--- src/rtl/hzd_pkg.sv ---
package hzd_pkg;
    typedef enum logic [1:0] {
        SEL_RF  = 2'b00,
        SEL_WB  = 2'b01,
        SEL_MEM = 2'b10
    } byp_sel_e;

    typedef enum logic [1:0] {
        ST_RUN    = 2'b00,
        ST_STALL  = 2'b01,
        ST_SQUASH = 2'b10
    } hz_state_e;
endpackage

--- src/rtl/byp_select.sv ---
module byp_select #(
    parameter int AW = 5
) (
    input  logic [AW-1:0] src,
    input  logic          ex_live,
    input  logic [AW-1:0] mem_rd,
    input  logic          mem_wen,
    input  logic [AW-1:0] wb_rd,
    input  logic          wb_wen,
    output logic [1:0]    sel
);
    import hzd_pkg::*;
    localparam logic [AW-1:0] ZERO_REG = '0;

    logic src_valid, hit_mem, hit_wb;

    always_comb begin
        src_valid = ex_live && (src != ZERO_REG);
        hit_mem   = src_valid && mem_wen && (mem_rd == src);
        hit_wb    = src_valid && wb_wen  && (wb_rd  == src);
        if (hit_mem)     sel = SEL_MEM;
        else if (hit_wb) sel = SEL_WB;
        else             sel = SEL_RF;
    end
endmodule

--- src/rtl/load_use_detect.sv ---
module load_use_detect #(
    parameter int AW   = 5,
    parameter int NSRC = 2
) (
    input  logic [NSRC-1:0][AW-1:0] id_src,
    input  logic [AW-1:0]           ex_rd,
    input  logic                    ex_wen,
    input  logic                    ex_memrd,
    output logic                    hazard
);
    localparam logic [AW-1:0] ZERO_REG = '0;

    logic            is_load;
    logic [NSRC-1:0] hit;

    assign is_load = ex_memrd && ex_wen && (ex_rd != ZERO_REG);

    for (genvar g = 0; g < NSRC; g++) begin : g_cmp
        assign hit[g] = is_load && (id_src[g] == ex_rd);
    end

    assign hazard = |hit;
endmodule

--- src/rtl/hazard_fsm.sv ---
module hazard_fsm (
    input  logic                clk,
    input  logic                rst_n,
    input  logic                br_taken,
    input  logic                lu_hazard,
    output hzd_pkg::hz_state_e  state,
    output logic                ex_live,
    output logic                pc_hold,
    output logic                ifid_hold,
    output logic                ifid_clear,
    output logic                idex_bubble
);
    import hzd_pkg::*;

    hz_state_e next_state;

    always_ff @(posedge clk) begin
        if (!rst_n) state <= ST_RUN;
        else        state <= next_state;
    end

    always_comb begin
        ex_live     = 1'b0;
        pc_hold     = 1'b0;
        ifid_hold   = 1'b0;
        ifid_clear  = 1'b0;
        idex_bubble = 1'b0;
        next_state  = ST_RUN;
        unique case (state)
            ST_RUN: begin
                ex_live = 1'b1;
                if (br_taken) begin
                    ifid_clear  = 1'b1;
                    idex_bubble = 1'b1;
                    next_state  = ST_SQUASH;
                end else if (lu_hazard) begin
                    pc_hold     = 1'b1;
                    ifid_hold   = 1'b1;
                    idex_bubble = 1'b1;
                    next_state  = ST_STALL;
                end
            end
            ST_STALL:  next_state = ST_RUN;
            ST_SQUASH: next_state = ST_RUN;
            default:   next_state = ST_RUN;
        endcase
    end
endmodule

--- src/rtl/hazard_fwd_unit.sv ---
module hazard_fwd_unit #(
    parameter int AW = 5
) (
    input  logic          clk,
    input  logic          rst_n,
    input  logic [AW-1:0] id_rs1,
    input  logic [AW-1:0] id_rs2,
    input  logic [AW-1:0] ex_rs1,
    input  logic [AW-1:0] ex_rs2,
    input  logic [AW-1:0] ex_rd,
    input  logic          ex_wen,
    input  logic          ex_memrd,
    input  logic          ex_br_taken,
    input  logic [AW-1:0] mem_rd,
    input  logic          mem_wen,
    input  logic [AW-1:0] wb_rd,
    input  logic          wb_wen,
    output logic [1:0]    fwd_a,
    output logic [1:0]    fwd_b,
    output logic          pc_hold,
    output logic          ifid_hold,
    output logic          ifid_clear,
    output logic          idex_bubble
);
    import hzd_pkg::*;
    localparam int NSRC = 2;

    hz_state_e                state;
    logic                     ex_live;
    logic                     lu_hazard;
    logic [NSRC-1:0][AW-1:0]  ex_src;
    logic [NSRC-1:0][AW-1:0]  id_src;
    logic [NSRC-1:0][1:0]     sel;

    assign ex_src = {ex_rs2, ex_rs1};
    assign id_src = {id_rs2, id_rs1};

    for (genvar g = 0; g < NSRC; g++) begin : g_opnd
        byp_select #(.AW(AW)) u_sel (
            .src     (ex_src[g]),
            .ex_live (ex_live),
            .mem_rd  (mem_rd),
            .mem_wen (mem_wen),
            .wb_rd   (wb_rd),
            .wb_wen  (wb_wen),
            .sel     (sel[g])
        );
    end

    assign fwd_a = sel[0];
    assign fwd_b = sel[1];

    load_use_detect #(.AW(AW), .NSRC(NSRC)) u_lu (
        .id_src   (id_src),
        .ex_rd    (ex_rd),
        .ex_wen   (ex_wen),
        .ex_memrd (ex_memrd),
        .hazard   (lu_hazard)
    );

    hazard_fsm u_fsm (
        .clk         (clk),
        .rst_n       (rst_n),
        .br_taken    (ex_br_taken),
        .lu_hazard   (lu_hazard),
        .state       (state),
        .ex_live     (ex_live),
        .pc_hold     (pc_hold),
        .ifid_hold   (ifid_hold),
        .ifid_clear  (ifid_clear),
        .idex_bubble (idex_bubble)
    );
endmodule

--- config.mk ---
export PLATFORM = sky130hd
export DESIGN_NAME = hazard_fwd_unit
export DESIGN_NICKNAME = d
export VERILOG_FILES = /design/src/rtl/hzd_pkg.sv /design/src/rtl/byp_select.sv /design/src/rtl/load_use_detect.sv /design/src/rtl/hazard_fsm.sv /design/src/rtl/hazard_fwd_unit.sv
export SDC_FILE = /design/constraint.sdc
export NUM_CORES = 1
export LEC_CHECK = 0
export BUFFER_PORTS_ARGS = -buffer_cell sky130_fd_sc_hd__buf_4
export CAP_MARGIN = 30
export CORE_UTILIZATION = 38
export CTS_CLUSTER_DIAMETER = 40
export DETAILED_ROUTE_END_ITERATION = 8
export PLACE_DENSITY = 0.87
export SLEW_MARGIN = 40
export SYNTH_ARGS = -nofsm -noshare
export SYNTH_HDL_FRONTEND = slang
export SYNTH_HIERARCHICAL = 1
export SYNTH_SLANG_ARGS = --single-unit
--- constraint.sdc ---
create_clock -name clk -period 2.67 [get_ports clk]
set_input_delay 0.267 -clock clk [delete_from_list [all_inputs] [get_ports clk]]
set_output_delay 0.267 -clock clk [all_outputs]
set_load 0.005 [all_outputs]
==> results.py <==
metrics = {
    "worst_setup_path": {
        "startpoint_type": "input port",
        "worstPathRequired_ps": 2400,
        "cp_max_fo": 3,
        "critPathCaptureType": "output port",
        "cp.arrival_ps": 1670,
        "critical_path.startpoint": "ex_rd[3]",
        "worstReg2RegStart": "u_fsm/state[1]",
        "timing.setup.critical_path_class": "input port to output port",
    },
    "die": {
        "die_h_um": 39.45,
        "die_w_um": 39.45,
        "fp-row-count": 13,
        "floorplan.die_area_mm2": 0.001556,
        "initial_core_utilization_pct": 40.96,
        "coreArea_mm2": 0.001301,
        "boundaryPins": 50,
    },
    "job": {
        "cap_violations": 0,
    },
    "status": {
        "run_status": "complete, no violations",
    },
    "finish": {
        "fin_nets": 157,
        "largest_reg_flops": 2,
        "drive_above_1_share_pct": 54.87,
        "register_area_um2": 40.04,
        "number_of_diodes_added_for_antenna_fixing": 0,
        "finish.cell_count_without_fillers": 128,
        "most_flop_heavy_register": "u_fsm/state",
        "multi_input_comb_area_um2": 470.5,
        "areaGrowthSynthToFinish_pct": 72.54,
        "nFillCells": 117,
        "layout_top_registers": "u_fsm/state: 2 flops",
    },
    "power_and_ir_drop": {
        "power_leakage_nw": 0.4190,
        "max-vdd-ir-drop_mv": 0.1076,
        "pwr_density_cell_mw_per_mm2": 242.1,
    },
    "synthesis": {
        "synth_flop_cell": "sky130_fd_sc_hd__dfxtp_1",
        "synth_mux_area_share_pct": 0,
        "synth_xor_xnor_area_share_pct": 49.30,
        "fraction_of_the_mapped_netlist_area_in_compound_gates_pct": 7.981,
        "synth.net_count": 106,
        "yosysUniqueCellTypes": 20,
        "synthesis.area_per_instance_um2": 8.328,
        "netlist.area_leader.share_pct": 26.29,
        "yosys.cell_count.top_type": "sky130_fd_sc_hd__xnor2_1",
        "syn_inst": 64,
        "synth-seq-area-share_pct": 7.512,
        "number_of_flops_mapped_to_enable_cells_by_yosys": 0,
        "mappedNetlistArea_um2": 533.0,
        "ys_seq_elements": 2,
        "synth_warnings": 6,
        "largest_family_of_logic_cells_by_synthesized_area": "XOR/XNOR gates",
        "async_set_or_reset_flop_fraction_in_the_synthesized_netlist_pct": 0,
        "post_synth_fa_ha_maj_area_fraction_pct": 0,
        "yosys-top-cells-area": "sky130_fd_sc_hd__xnor2_1, sky130_fd_sc_hd__xor2_1, sky130_fd_sc_hd__dfxtp_1, sky130_fd_sc_hd__nor3_2, sky130_fd_sc_hd__buf_4",
        "ys_top_cells_by_count": "sky130_fd_sc_hd__xnor2_1, sky130_fd_sc_hd__xor2_1, sky130_fd_sc_hd__nand3_1, sky130_fd_sc_hd__nor3_2",
        "synth_simple_gate_area_share_pct": 30.99,
        "synth_largest_area_cell": "sky130_fd_sc_hd__xnor2_1",
    },
    "sta": {
        "worstMarginPinSlew_ps": 400.5,
        "fin_setup_tns_ps": 0,
        "finalMaxSlewViolations": 0,
        "post-route-period-util_pct": 72.58,
        "fmax_ghz": 0.5160,
        "setup_viol_count_final": 0,
        "rsz_0062_raised_after_global_routing": "false",
        "final-hold-violation-count": 0,
        "final_period_minus_worst_setup_slack_ps": 1938,
        "timing.max_slew.rel_slack_pct": 72.92,
        "finClkSkew_ps": 1.689,
        "hold_ws_ps": 306.2,
    },
    "clocking": {
        "clock_tree_from_tritoncts": "yes",
        "cts_resized": 0,
        "cts-htree-levels": 1,
        "cts_root_buffer": "sky130_fd_sc_hd__clkbuf_4",
        "cts.sinks": 2,
        "clk_pin_slew_worst_paths_ps": 30,
        "holdBufCountCts": 0,
        "clock_path_buffers": 2,
        "cts.repair_timing.setup_buffer_count": 0,
        "tritoncts_buffers": 3,
        "clock_latency_ps": 220,
    },
    "min_path": {
        "worst_min_delay_path_class": "input port to flip-flop",
        "holdCritStartpoint": "rst_n",
    },
    "grt": {
        "antenna_found_initial": 0,
        "grt-ovfl-total": 0,
        "pin_count_of_the_biggest_net_entering_global_routing": 7,
        "number_of_global_route_vias_before_repair": 527,
        "grt_pass1_wl_mm": 2.042,
        "globalRouteTotalUtil_pct": 19.09,
    },
    "route": {
        "vias": 645,
        "wirelength_mm": 1.470,
        "detail_route.wl_per_cell_um": 11.48,
        "detail_route.first_pass.iterations": 3,
        "route.detailed.vias_per_inst": 5.039,
        "remaining_number_of_nets_flagged_by_the_antenna_check_after_routing": 0,
        "drc": 0,
        "drt-initial-drc-count": 3,
    },
    "placement": {
        "placedCellCount": 125,
        "buffers_on_ports": 49,
        "dpl.hpwl_mm": 1.316,
        "finalWeightedCongestion": 0.7442,
    },
}
## final timing paths
path	cells after the start	to	slack, ps
hold reg to reg	2	u_fsm/state[0]	640
setup reg to reg	2	u_fsm/state[0]	1860
setup / recovery	7	ifid_hold	730
hold / removal	2	u_fsm/state[1]	310
## power breakdown
| part | internal, mW | switching, mW |
|---|---|---|
| combinational | 0.0752 | 0.0492 |
| clock | 0.0496 | 0.0169 |
| sequential | 0.0311 | 0.000585 |
## metal layers
layer	up-vias	routed length (µm)	global-route usage, %
li1	323	-	-
met1	280	527	20.81
met2	42	752	36.89
met3	0	190	2.841
met4	0	0	5.172
met5	-	0	0
## per-stage QoR
| step | setup slack (ps) | instance area, µm² | util, % | power, mW |
|---|---|---|---|---|
| detailed placement | 757.4 | 897.1 | 68.94 | 0.1569 |
| CTS | 742.9 | 919.6 | 70.67 | 0.2280 |
| floorplan | 1002 | 533.0 | - | 0.08334 |
| global placement | 854.6 | 897.1 | 68.94 | 0.1549 |
| global route | 600.5 | 919.6 | 70.67 | 0.2407 |
| finish | 732.0 | 919.6 | 70.67 | 0.2226 |
## cells by family after synthesis
| kind of cell | after synthesis |
|---|---|
| flip-flops | 2 |
| XOR/XNOR | 30 |
| AND/OR/NAND/NOR | 24 |
| AO/OA/AOI/OAI | 5 |
| buffers and inverters | 3 |
## worst max-delay path, cell delays in order
cell                      delay, ps
sky130_fd_sc_hd__buf_4          120
sky130_fd_sc_hd__xor2_1         150
sky130_fd_sc_hd__nor3_1         200
sky130_fd_sc_hd__nand3_1        110
sky130_fd_sc_hd__a21oi_1        240
sky130_fd_sc_hd__nor4b_1        390
sky130_fd_sc_hd__buf_4          190
## layout make-up
cell class,count,area share [%]
Tap cell,15,2.041
Timing Repair Buffer,49,40.00
Sequential cell,2,4.354
Clock buffer,3,2.449
Multi-Input combinational cell,59,51.16
## cells in the final DEF, fill, tap and decap left out, drive strengths merged
cell,n
nor4,2
o21a,1
xnor2,16
nor3,6
or4,3
nand3,4
buf,49
o21ai,2
nor2,1
xor2,14
and3,1
nor4b,1
nand2,2
clkbuf,3
a21oi,1
dfxtp,2
and4b,1
o211ai,1
and2,1
nand4,2
No activity file was read; power rests on OpenSTA's default activity.
